===== src/rtl/rhb_pkg.sv =====
package rhb_pkg;

  typedef enum logic [1:0] {
    WALK_IDLE     = 2'd0,
    WALK_ROLLBACK = 2'd1,
    WALK_RETIRE   = 2'd2
  } walk_mode_e;

  // unsigned ordering of sequence numbers: a is younger than b
  function automatic logic seq_after(input logic [63:0] a, input logic [63:0] b);
    return a > b;
  endfunction

  // registers beyond the int+fp range need a scoreboard ready-set on undo
  function automatic logic needs_ready_set(input logic [31:0] preg, input logic [31:0] limit);
    return preg >= limit;
  endfunction

  function automatic logic alloc_refused(input logic req, input logic full,
                                         input logic rolling, input logic squash_now);
    return req && (full || rolling || squash_now);
  endfunction

endpackage


===== src/rtl/rhb_store.sv =====
module rhb_store #(
  parameter int DEPTH  = 16,
  parameter int SEQ_W  = 16,
  parameter int AREG_W = 5,
  parameter int PREG_W = 7
) (
  input  logic              clk,
  input  logic              rst_n,
  input  logic              push,
  input  logic [SEQ_W-1:0]  push_seq,
  input  logic [AREG_W-1:0] push_areg,
  input  logic [PREG_W-1:0] push_new,
  input  logic [PREG_W-1:0] push_prev,
  input  logic              pop_young,
  input  logic              pop_old,
  output logic [SEQ_W-1:0]  young_seq,
  output logic [AREG_W-1:0] young_areg,
  output logic [PREG_W-1:0] young_new,
  output logic [PREG_W-1:0] young_prev,
  output logic [SEQ_W-1:0]  old_seq,
  output logic [PREG_W-1:0] old_prev,
  output logic              empty,
  output logic              full
);

  localparam int PTR_W = (DEPTH > 1) ? $clog2(DEPTH) : 1;
  localparam int CNT_W = $clog2(DEPTH + 1);

  typedef struct packed {
    logic [SEQ_W-1:0]  seq;
    logic [AREG_W-1:0] areg;
    logic [PREG_W-1:0] newp;
    logic [PREG_W-1:0] prevp;
  } rec_t;

  function automatic logic [PTR_W-1:0] ptr_next(input logic [PTR_W-1:0] p);
    return (p == PTR_W'(DEPTH - 1)) ? '0 : p + PTR_W'(1);
  endfunction

  function automatic logic [PTR_W-1:0] ptr_prev(input logic [PTR_W-1:0] p);
    return (p == '0) ? PTR_W'(DEPTH - 1) : p - PTR_W'(1);
  endfunction

  logic [PTR_W-1:0] head_q, tail_q, young_idx;
  logic [CNT_W-1:0] count_q;
  rec_t             wr_rec;
  rec_t             slot_rd [DEPTH];

  assign wr_rec = {push_seq, push_areg, push_new, push_prev};

  for (genvar g = 0; g < DEPTH; g++) begin : g_slot
    rec_t rec_q;
    logic hit;
    assign hit = push && (tail_q == PTR_W'(g));
    always_ff @(posedge clk) begin
      if (hit) rec_q <= wr_rec;
    end
    assign slot_rd[g] = rec_q;
  end

  assign young_idx  = ptr_prev(tail_q);
  assign young_seq  = slot_rd[young_idx].seq;
  assign young_areg = slot_rd[young_idx].areg;
  assign young_new  = slot_rd[young_idx].newp;
  assign young_prev = slot_rd[young_idx].prevp;
  assign old_seq    = slot_rd[head_q].seq;
  assign old_prev   = slot_rd[head_q].prevp;

  assign empty = (count_q == '0);
  assign full  = (count_q == CNT_W'(DEPTH));

  always_ff @(posedge clk) begin
    if (!rst_n) begin
      head_q  <= '0;
      tail_q  <= '0;
      count_q <= '0;
    end else begin
      if (push)      tail_q <= ptr_next(tail_q);
      if (pop_young) tail_q <= ptr_prev(tail_q);
      if (pop_old)   head_q <= ptr_next(head_q);
      count_q <= count_q + CNT_W'(push) - CNT_W'(pop_young) - CNT_W'(pop_old);
    end
  end


  occupancy_bound_chk: assert property (@(posedge clk) disable iff (!rst_n)
    count_q <= CNT_W'(DEPTH));


  no_push_when_full_chk: assert property (@(posedge clk) disable iff (!rst_n)
    push |-> !full);


  no_pop_when_empty_chk: assert property (@(posedge clk) disable iff (!rst_n)
    (pop_young || pop_old) |-> !empty);


  push_vs_undo_chk: assert property (@(posedge clk) disable iff (!rst_n)
    !(push && pop_young));

endmodule


===== src/rtl/rhb_walker.sv =====
module rhb_walker
  import rhb_pkg::*;
#(
  parameter int SEQ_W = 16
) (
  input  logic             clk,
  input  logic             rst_n,
  input  logic             squash_valid,
  input  logic [SEQ_W-1:0] squash_seq,
  input  logic             commit_valid,
  input  logic [SEQ_W-1:0] commit_seq,
  input  logic             empty,
  input  logic [SEQ_W-1:0] young_seq,
  input  logic [SEQ_W-1:0] old_seq,
  output logic             roll_step,
  output logic             retire_step,
  output logic             rolling,
  output logic             busy
);

  walk_mode_e       mode_q;
  logic [SEQ_W-1:0] squash_q, done_q;
  logic             commit_take;

  assign rolling = (mode_q == WALK_ROLLBACK);
  assign busy    = (mode_q != WALK_IDLE);

  assign roll_step   = rolling && !empty && seq_after(64'(young_seq), 64'(squash_q));
  assign retire_step = (mode_q == WALK_RETIRE) && !empty &&
                       !seq_after(64'(old_seq), 64'(done_q));

  // a commit is dropped on a squash cycle, during rollback, or when nothing qualifies
  assign commit_take = commit_valid && !squash_valid && !rolling && !empty &&
                       !seq_after(64'(old_seq), 64'(commit_seq));

  always_ff @(posedge clk) begin
    if (!rst_n) begin
      mode_q   <= WALK_IDLE;
      squash_q <= '0;
      done_q   <= '0;
    end else if (squash_valid) begin
      mode_q   <= WALK_ROLLBACK;
      squash_q <= squash_seq;
    end else if (rolling) begin
      if (!roll_step) mode_q <= WALK_IDLE;
    end else if (commit_take) begin
      mode_q <= WALK_RETIRE;
      done_q <= commit_seq;
    end else if ((mode_q == WALK_RETIRE) && !retire_step) begin
      mode_q <= WALK_IDLE;
    end
  end


  squash_opens_walk_chk: assert property (@(posedge clk) disable iff (!rst_n)
    squash_valid |=> busy);


  no_retire_after_squash_chk: assert property (@(posedge clk) disable iff (!rst_n)
    squash_valid |=> !retire_step);


  empty_commit_stays_idle_chk: assert property (@(posedge clk) disable iff (!rst_n)
    (commit_valid && empty && !busy && !squash_valid) |=> !busy);


  single_walk_chk: assert property (@(posedge clk) disable iff (!rst_n)
    !(roll_step && retire_step));

endmodule


===== src/rtl/rhb_emit.sv =====
module rhb_emit
  import rhb_pkg::*;
#(
  parameter int AREG_W     = 5,
  parameter int PREG_W     = 7,
  parameter int PHYS_LIMIT = 96
) (
  input  logic              clk,
  input  logic              rst_n,
  input  logic              roll_step,
  input  logic              retire_step,
  input  logic [AREG_W-1:0] young_areg,
  input  logic [PREG_W-1:0] young_new,
  input  logic [PREG_W-1:0] young_prev,
  input  logic [PREG_W-1:0] old_prev,
  output logic              restore_valid,
  output logic [AREG_W-1:0] restore_areg,
  output logic [PREG_W-1:0] restore_preg,
  output logic              free_valid,
  output logic [PREG_W-1:0] free_preg,
  output logic              sb_set_valid,
  output logic [PREG_W-1:0] sb_set_preg
);

  assign restore_valid = roll_step;
  assign restore_areg  = young_areg;
  assign restore_preg  = young_prev;

  // one free port serves both walks; undo returns the new reg, retire the old one
  assign free_valid = roll_step || retire_step;
  assign free_preg  = roll_step ? young_new : old_prev;

  assign sb_set_valid = roll_step && needs_ready_set(32'(young_new), 32'(PHYS_LIMIT));
  assign sb_set_preg  = young_new;


  ready_set_with_free_chk: assert property (@(posedge clk) disable iff (!rst_n)
    sb_set_valid |-> (free_valid && free_preg == sb_set_preg));


  restore_pairs_free_chk: assert property (@(posedge clk) disable iff (!rst_n)
    restore_valid |-> free_valid);

endmodule


===== src/rtl/rename_history_buf.sv =====
module rename_history_buf
  import rhb_pkg::*;
#(
  parameter int DEPTH      = 16,
  parameter int SEQ_W      = 16,
  parameter int AREG_W     = 5,
  parameter int PREG_W     = 7,
  parameter int PHYS_LIMIT = 96
) (
  input  logic              clk,
  input  logic              rst_n,
  input  logic              alloc_valid,
  input  logic [SEQ_W-1:0]  alloc_seq,
  input  logic [AREG_W-1:0] alloc_areg,
  input  logic [PREG_W-1:0] alloc_new_preg,
  input  logic [PREG_W-1:0] alloc_prev_preg,
  output logic              alloc_error,
  input  logic              squash_valid,
  input  logic [SEQ_W-1:0]  squash_seq,
  input  logic              commit_valid,
  input  logic [SEQ_W-1:0]  commit_seq,
  output logic              busy,
  output logic              restore_valid,
  output logic [AREG_W-1:0] restore_areg,
  output logic [PREG_W-1:0] restore_preg,
  output logic              free_valid,
  output logic [PREG_W-1:0] free_preg,
  output logic              sb_set_valid,
  output logic [PREG_W-1:0] sb_set_preg
);

  logic              push, empty, full, rolling;
  logic              roll_step, retire_step;
  logic [SEQ_W-1:0]  young_seq, old_seq;
  logic [AREG_W-1:0] young_areg;
  logic [PREG_W-1:0] young_new, young_prev, old_prev;

  assign alloc_error = alloc_refused(alloc_valid, full, rolling, squash_valid);
  assign push        = alloc_valid && !alloc_error;

  rhb_store #(
    .DEPTH (DEPTH),
    .SEQ_W (SEQ_W),
    .AREG_W(AREG_W),
    .PREG_W(PREG_W)
  ) u_store (
    .clk       (clk),
    .rst_n     (rst_n),
    .push      (push),
    .push_seq  (alloc_seq),
    .push_areg (alloc_areg),
    .push_new  (alloc_new_preg),
    .push_prev (alloc_prev_preg),
    .pop_young (roll_step),
    .pop_old   (retire_step),
    .young_seq (young_seq),
    .young_areg(young_areg),
    .young_new (young_new),
    .young_prev(young_prev),
    .old_seq   (old_seq),
    .old_prev  (old_prev),
    .empty     (empty),
    .full      (full)
  );

  rhb_walker #(
    .SEQ_W(SEQ_W)
  ) u_walker (
    .clk         (clk),
    .rst_n       (rst_n),
    .squash_valid(squash_valid),
    .squash_seq  (squash_seq),
    .commit_valid(commit_valid),
    .commit_seq  (commit_seq),
    .empty       (empty),
    .young_seq   (young_seq),
    .old_seq     (old_seq),
    .roll_step   (roll_step),
    .retire_step (retire_step),
    .rolling     (rolling),
    .busy        (busy)
  );

  rhb_emit #(
    .AREG_W    (AREG_W),
    .PREG_W    (PREG_W),
    .PHYS_LIMIT(PHYS_LIMIT)
  ) u_emit (
    .clk          (clk),
    .rst_n        (rst_n),
    .roll_step    (roll_step),
    .retire_step  (retire_step),
    .young_areg   (young_areg),
    .young_new    (young_new),
    .young_prev   (young_prev),
    .old_prev     (old_prev),
    .restore_valid(restore_valid),
    .restore_areg (restore_areg),
    .restore_preg (restore_preg),
    .free_valid   (free_valid),
    .free_preg    (free_preg),
    .sb_set_valid (sb_set_valid),
    .sb_set_preg  (sb_set_preg)
  );


  strobes_need_busy_chk: assert property (@(posedge clk) disable iff (!rst_n)
    (free_valid || restore_valid || sb_set_valid) |-> busy);


  no_alloc_in_rollback_chk: assert property (@(posedge clk) disable iff (!rst_n)
    (alloc_valid && restore_valid) |-> alloc_error);

endmodule


===== config.mk =====
export PLATFORM = sky130hd
export DESIGN_NAME = rename_history_buf
export DESIGN_NICKNAME = d
export VERILOG_FILES = /design/src/rtl/rhb_pkg.sv /design/src/rtl/rhb_store.sv /design/src/rtl/rhb_walker.sv /design/src/rtl/rhb_emit.sv /design/src/rtl/rename_history_buf.sv
export SDC_FILE = /design/constraint.sdc
export NUM_CORES = 1
export LEC_CHECK = 0
export ABC_CLOCK_PERIOD_IN_PS = 6750
export BUFFER_PORTS_ARGS = -buffer_cell sky130_fd_sc_hd__buf_2
export CAP_MARGIN = 25
export CORE_ASPECT_RATIO = 1.2
export CORE_MARGIN = 2
export CORE_UTILIZATION = 51
export DETAILED_ROUTE_END_ITERATION = 8
export GPL_ROUTABILITY_DRIVEN = 0
export GPL_TIMING_DRIVEN = 0
export HOLD_SLACK_MARGIN = 0.12
export PLACE_DENSITY_LB_ADDON = 0.3
export SYNTH_ARGS = -nofsm -noshare
export SYNTH_HDL_FRONTEND = slang
export SYNTH_HIERARCHICAL = 1
export SYNTH_SLANG_ARGS = --single-unit

===== constraint.sdc =====
create_clock -name clk -period 6.75 [get_ports clk]
set_input_delay 0.675 -clock clk [delete_from_list [all_inputs] [get_ports clk]]
set_output_delay 0.675 -clock clk [all_outputs]
set_load 0.01 [all_outputs]

* After elaboration in Yosys (flattened, before gate mapping)
Cells that the tools add are included.
** Storage, ports and cells
- Output and inout bits :: 31
- Memory bits (read-only) :: 0
- Flip-flop bits (word level) :: 607
- Input bits :: 72
- Latch bits :: 0
- Word-level logic and storage cells :: 174
- Memories :: 0
- Memory bits (writable) :: 0
** Operators by class
- $mul :: 0
- Reduce and logical (&&, ||, !) cells :: 48
- Equal/unequal tests :: 21
- Shift operators :: 0
- Bitwise operators :: 5
- Muxes and demuxes :: 17
- Div/mod/pow operators :: 0
- $add $sub $neg :: 6
- $lt $le $gt $ge :: 6
** Operators by type and width (count)
- $bmux 35 s4 :: 2
- $mux 35 :: 4
- $gt 16x16->1 :: 3
- $eq 4x4->1 const B :: 9
- $logic_and 1x1->1 :: 28
- $mux 4 :: 5
- $eq 4x3->1 const B :: 4
- $ge 5x5->1 const B :: 2
- $not 4->5 :: 2
- $sub 5x1->5 :: 2
- $add 4x1->4 const B :: 2
- $eq 4x2->1 const B :: 2
- $mux 2 :: 4
- $ge 7x7->1 const B :: 1
- $logic_not 1->1 :: 7
- $mux 7 :: 1
- $add 5x1->5 :: 1
- $eq 5x5->1 const B :: 1
- $logic_not 5->1 :: 1
- $eq 4x1->1 const B :: 1
- $logic_not 4->1 :: 1
- $reduce_and 2->1 :: 2
- $reduce_bool 2->1 :: 2
- $reduce_bool 4->1 :: 1
- 11 further kinds :: 15

* Logic depth before layout (Yosys ltp)
- Depth in word-level cells :: 13
- Depth in mapped cells :: 28
- Gate-level depth less buffers :: 22

* Modules after synthesis
Netlist, hierarchy kept.
** By module, submodules not included
- rhb_store :: seq. area each 17076.4 µm², instances 1, cells an instance 1188, area an instance 25328.0 µm²
- rhb_walker :: seq. area each 680.7 µm², instances 1, cells an instance 312, area an instance 2575.0 µm²
- rhb_emit :: seq. area each 0.0 µm², instances 1, cells an instance 30, area an instance 280.3 µm²
- rename_history_buf :: seq. area each 0.0 µm², instances 1, cells an instance 2, area an instance 23.8 µm²

* Worst setup path before layout
Ideal clock, no wire load.
- Kind :: register to register
- Start point :: register u_store.tail_q[0]
- End point :: register u_store.count_q[4]
- Path slack :: 1.359 ns
- Data arrival time :: 5.276 ns
- Cell stages (with the launch flop) :: 27
- Clock period less this slack :: 5.391 ns
- Path through :: dfxtp_1 buf_4 buf_6 buf_6 inv_2 ha_1 buf_2 clkbuf_1 mux4_2 mux2i_1 mux2i_1 ha_1 nand4_1 nor4_1 o21ai_0 a31oi_1 clkbuf_1 inv_1 fa_1 inv_1 ha_1 inv_1 ha_1 a21oi_1 nor2_1 or3_1 and3_1
** Between the ends
- Word-level cells in the longest chain between the ends :: 10
** Ends and longest elaborated chain
- from (decl) :: RTL line rhb_store.sv:44 : logic [PTR_W-1:0] head_q, tail_q, young_idx;
- from (signal assigned) :: RTL line rhb_store.sv:78 : if (push) tail_q <= ptr_next(tail_q);
- from (signal assigned) :: RTL line rhb_store.sv:79 : if (pop_young) tail_q <= ptr_prev(tail_q);
- $sub 4x1->4 / $logic_not 4->1 (equally long branches) :: RTL line rhb_store.sv:41 : return (p == '0) ? PTR_W'(DEPTH - 1) : p - PTR_W'(1);
- $mux 4 (*) :: RTL line rhb_store.sv:41
- $not 4->5 (not written as such) (*) :: RTL line rhb_store.sv:62 : assign young_seq = slot_rd[young_idx].seq;
- $bmux 35 s4 (*) :: RTL line rhb_store.sv:62
- $mux 35 (not written as such) (*) (2 in a row) :: RTL line rhb_store.sv:62
- named net young_seq[15] :: RTL line rename_history_buf.sv:34 : logic [SEQ_W-1:0] young_seq, old_seq;
- $gt 16x16->1 (*) :: RTL line rhb_pkg.sv:11 : return a > b;
- $logic_and 1x1->1 (*) :: RTL line rhb_walker.sv:28 : assign roll_step = rolling && !empty && seq_after(64'(young_seq), 64'(squash_q));
- named net roll_step :: RTL line rename_history_buf.sv:33 : logic roll_step, retire_step;
- $sub 5x1->5 (*) (2 in a row) :: RTL line rhb_store.sv:81 : count_q <= count_q + CNT_W'(push) - CNT_W'(pop_young) - CNT_W'(pop_old);
- to (signal assigned) :: RTL line rhb_store.sv:81
- to (decl) :: RTL line rhb_store.sv:45 : logic [CNT_W-1:0] count_q;
Mark *: on every way through the listed nets, which the timed path passes. The rest lies on a longest branch. The select of a mux whose other input is x is not followed.
A chain may end at the register's enable or synchronous reset.

* Worst setup path after layout
- Start point :: register u_store.tail_q[0]
- End point :: output free_preg[6]
** Between the ends
- Word-level cells in the longest chain between the ends :: 9
** Ends and longest elaborated chain
- $sub 4x1->4 / $logic_not 4->1 (equally long branches) :: RTL line rhb_store.sv:41
- $mux 4 (*) :: RTL line rhb_store.sv:41
- $not 4->5 (not written as such) (*) :: RTL line rhb_store.sv:62
- $bmux 35 s4 (*) :: RTL line rhb_store.sv:62
- $mux 35 (not written as such) (*) (2 in a row) :: RTL line rhb_store.sv:62
- named net young_seq[6] :: RTL line rename_history_buf.sv:34
- $gt 16x16->1 (*) :: RTL line rhb_pkg.sv:11
- $logic_and 1x1->1 (*) :: RTL line rhb_walker.sv:28
- named net roll_step :: RTL line rename_history_buf.sv:33
- $mux 7 (*) :: RTL line rhb_emit.sv:31 : assign free_preg = roll_step ? young_new : old_prev;
- to (decl) :: RTL line rename_history_buf.sv:27 : output logic [PREG_W-1:0] free_preg,
Marks and branches as above.

==> results.sh <==
export IMPL_status="finished clean"
export IMPL_path_max_fanout=10
export IMPL_p_leak_nw=10.73
export IMPL_worst_slack_ps=196.9
export IMPL_nets=1856
export IMPL_crit_arrival_ps=5880
export IMPL_crit_required_ps=6070
export IMPL_wire_per_inst_um=29.59
export IMPL_cp_end_kind="primary output"
export IMPL_p_int_w=0.008755
export IMPL_via_per_inst=6.357
export IMPL_slew_headroom_pct=28.09
export IMPL_fin_setup_tns_ps=0
export IMPL_power_clock_fraction_pct=26.6
export IMPL_grt_pass1_wl_mm=107.9
export IMPL_hpwl_mm=48.83
export IMPL_syn_inst=1532
export IMPL_rsz0062_at_grt="no"
export IMPL_clock_latency_ps=620
export IMPL_drive_above_1_share_pct=33.50
export IMPL_synth_seq_cells=607
export IMPL_grt_max_degree=24
export IMPL_drc=0
export IMPL_place_ws_ps=-831.4
export IMPL_crit_chain="buf_4 -> buf_6 -> buf_6 -> inv_2 -> ha_1 -> or2_1 -> o21ai_1 -> buf_2 -> buf_2 -> mux2i_1 -> mux2i_1 -> ha_1 -> nand3_1 -> nor4_4 -> o21ai_1 -> a31oi_2 -> buf_4 -> buf_4 -> buf_6 -> mux2_4 -> buf_2"
export IMPL_hold_violations=0
export IMPL_rr_worst_depth=28
export IMPL_power_density_nw_per_um2=406.1
export IMPL_cts_buffers=60
export IMPL_core_rowCount=94
export IMPL_switching_power_w=0.004403
export IMPL_io_buffers=102
export IMPL_most_common_layout_cells="560 x edfxtp_1, 225 x mux4_2, 160 x mux2i_1"
export IMPL_cts_htree_levels=2
export IMPL_crit_path_max_incr_delay_ps=450
export IMPL_cts_tree="yes"
export IMPL_syn_to_final_growth_pct=14.88
export IMPL_slowest_stage="buf_2"
export IMPL_wl_mm=73.83
export IMPL_vias=15860
export IMPL_min_path_cells=3
export IMPL_setup_viol=0
export IMPL_seq_area_frac_synth_pct=62.95
export IMPL_clk_pin_slew_worst_paths_ps=60
export IMPL_root_buffer="clkbuf_16"
export IMPL_clockBufferDepth=3
export IMPL_core_um2=54810
export IMPL_worst_pin_slew_ps=1079
export IMPL_drv_slew=0
export IMPL_grt_usage_pct=26.39
export IMPL_fillerInstances=4037
export IMPL_die_area_um2=57210
export IMPL_synth_edf_count=560
export IMPL_ir_worst_vdd_mv=0.3049
export IMPL_die_h_um=261.6
export IMPL_crit_path_start_kind="flip-flop"
export IMPL_grt_overflow=0
export IMPL_synthArstFlopShare_pct=0
export IMPL_max_cap_violations=0
export IMPL_ctsHoldBuffers=0
export IMPL_drtPass1Iterations=7
export IMPL_ys_types=61
export IMPL_fin_skew_ps=12.67
export IMPL_synth_avg_cell_area_um2=18.41
export IMPL_ys_warn_count=6
export IMPL_die_x_um=218.7
export IMPL_min_path_type="input pin to flip-flop"
export IMPL_comb_power_share_pct=40.5
export IMPL_synthesis_area_um2=28210
export IMPL_crit_type="flip-flop to primary output"
export IMPL_synth_nets=1666
export IMPL_final_common_cell="edfxtp_1"
export IMPL_final_util_pct=59.12
export IMPL_min_period_ps=6553
export IMPL_drt_first_iter_violations=1775
export IMPL_pwr_share_seq_pct=32.9
export IMPL_initial_core_util_pct=51.47
export IMPL_antenna_found_initial=6
export IMPL_pin_count=103
export IMPL_fmaxAchievable_ghz=0.1526
export IMPL_synth_ff_type="edfxtp_1"
export IMPL_finalCritPeriodShare_pct=97.08
export IMPL_switching_share_pct=33.46
export IMPL_ant_nets=0
export IMPL_grt_pass1_vias=16360
export IMPL_cts_sinks=607
[worst paths after layout]
path                                   start                           endpoint  slack, ps
max reg2reg   u_store/tail_q[0]$_SDFFE_PN0P_      u_store/count_q[4]$_SDFF_PN0_        280
min                            squash_seq[2]  u_walker/squash_q[2]$_SDFFE_PN0P_        290
max           u_store/tail_q[0]$_SDFFE_PN0P_                       free_preg[6]        200
min reg2reg  u_walker/done_q[2]$_SDFFE_PN0P_    u_walker/done_q[2]$_SDFFE_PN0P_        460
[state kept, by name, summed over array words and instances, names as in the netlist]
| signal | cells |
|---|---|
| u_store/g_slot.rec_q | 560 |
| u_walker/done_q | 16 |
| u_walker/squash_q | 16 |
| u_store/count_q | 5 |
| u_store/head_q | 4 |
| u_store/tail_q | 4 |
| u_walker/mode_q | 2 |
[logic make-up (layout without fill, tap and decap cells)]
group | after synthesis | count (layout) | share of synthesized area, %
adders and majority gates | 62 | 62 | 2.803
AOI/OAI and AO/OA | 107 | 107 | 2.679
xor gates and xnor gates | 4 | 4 | 0.1242
and+or+nand+nor | 173 | 173 | 3.101
buffers and inverters | 179 | 420 | 3.637
muxes | 400 | 400 | 24.70
other | 0 | 2 | 0
DFF | 607 | 607 | 62.95
[timing repair]
| item | in CTS | in global routing |
|---|---|---|
| endpoints found under the setup margin | 15 | 12 |
| hold endpoints to repair | 0 | 0 |
| pin swaps | 2 | 1 |
| gates resized for setup | 10 | 15 |
| setup buffers | 4 | 1 |
[synth_stat cells (all sizes together) (2+ instances only)]
master / instances / area, µm²
edfxtp: 560 / 16820
mux4: 232 / 5251
mux2i: 161 / 1612
buf: 92 / 691.9
inv: 65 / 244.0
ha: 60 / 750.7
nand2: 54 / 202.7
dfxtp: 47 / 940.9
nor2: 44 / 181.4
a21oi: 42 / 210.2
nor2b: 28 / 175.2
a211oi: 26 / 250.2
clkbuf: 21 / 86.33
o21ai: 13 / 65.06
and2: 7 / 43.80
and3: 7 / 45.05
mux2: 7 / 105.1
nand3: 7 / 35.03
nand4: 6 / 37.54
a21o: 5 / 37.54
nand2b: 4 / 25.02
nor3: 4 / 31.28
or2: 4 / 25.02
xnor2: 4 / 35.03
a221oi: 3 / 26.28
a311oi: 2 / 17.52
fa: 2 / 40.04
nor4b: 2 / 23.77
o211a: 2 / 20.02
o21a: 2 / 15.01
o31a: 2 / 17.52
o41ai: 2 / 17.52
[power groups by stage]
stage                     Clock, W  Sequential, W  Combinational (W)
after floorplan                  0        0.00439            0.00356
after global placement           0        0.00441            0.00507
after detailed placement         0        0.00440            0.00521
after CTS                  0.00355        0.00432            0.00530
after global routing       0.00370        0.00433            0.00569
final                      0.00350        0.00433            0.00533
[stage by stage]
stage	cells	hold slack (ps)	total power, W	cell area [µm²]
after detailed placement	2375	457.5	0.009610	30210
final	2495	291.4	0.01316	32400
after CTS	2492	270.8	0.01318	32360
after floorplan	1532	438.0	0.007941	28210
after global placement	2354	447.5	0.009476	29620
after global routing	2493	290.6	0.01372	32400
[layer usage]
| layer | GRT usage (%) | part of all wire (%) | wire [µm] | vias to the layer above |
|---|---|---|---|---|
| li1 | - | - | - | 6605 |
| met1 | 34.45 | 38 | 27920 | 8293 |
| met2 | 44.79 | 50 | 36860 | 800 |
| met3 | 5.081 | 8.8 | 6489 | 154 |
| met4 | 9.009 | 3.4 | 2506 | 8 |
| met5 | 0 | 0.066 | 49 | - |
[cell type report]
class                      instances  area [µm²]  share of cell area, %
clock buffer                      70        1560                  4.815
buffer                           113       815.8                  2.517
sequential                       607       17760                  54.80
tap                              720       900.9                  2.780
inverter                          66       247.7                 0.7645
multi-input combinational        746        9569                  29.53
timing repair buffer             128        1023                  3.158
clock inverter                    43       525.5                  1.622
antenna                            2       5.005                0.01544
[critical path: cells and delay by family, from the launching register on]
| kind | cells | cell delay (ps) |
|---|---|---|
| DFF | 1 | 390 |
| and+or+nand+nor | 3 | 730 |
| AOI/OAI and AO/OA | 3 | 500 |
| buffers and inverters | 10 | 2190 |
| muxes | 3 | 870 |
| adders and majority gates | 2 | 520 |
No activity file was read; power rests on OpenSTA's default activity.
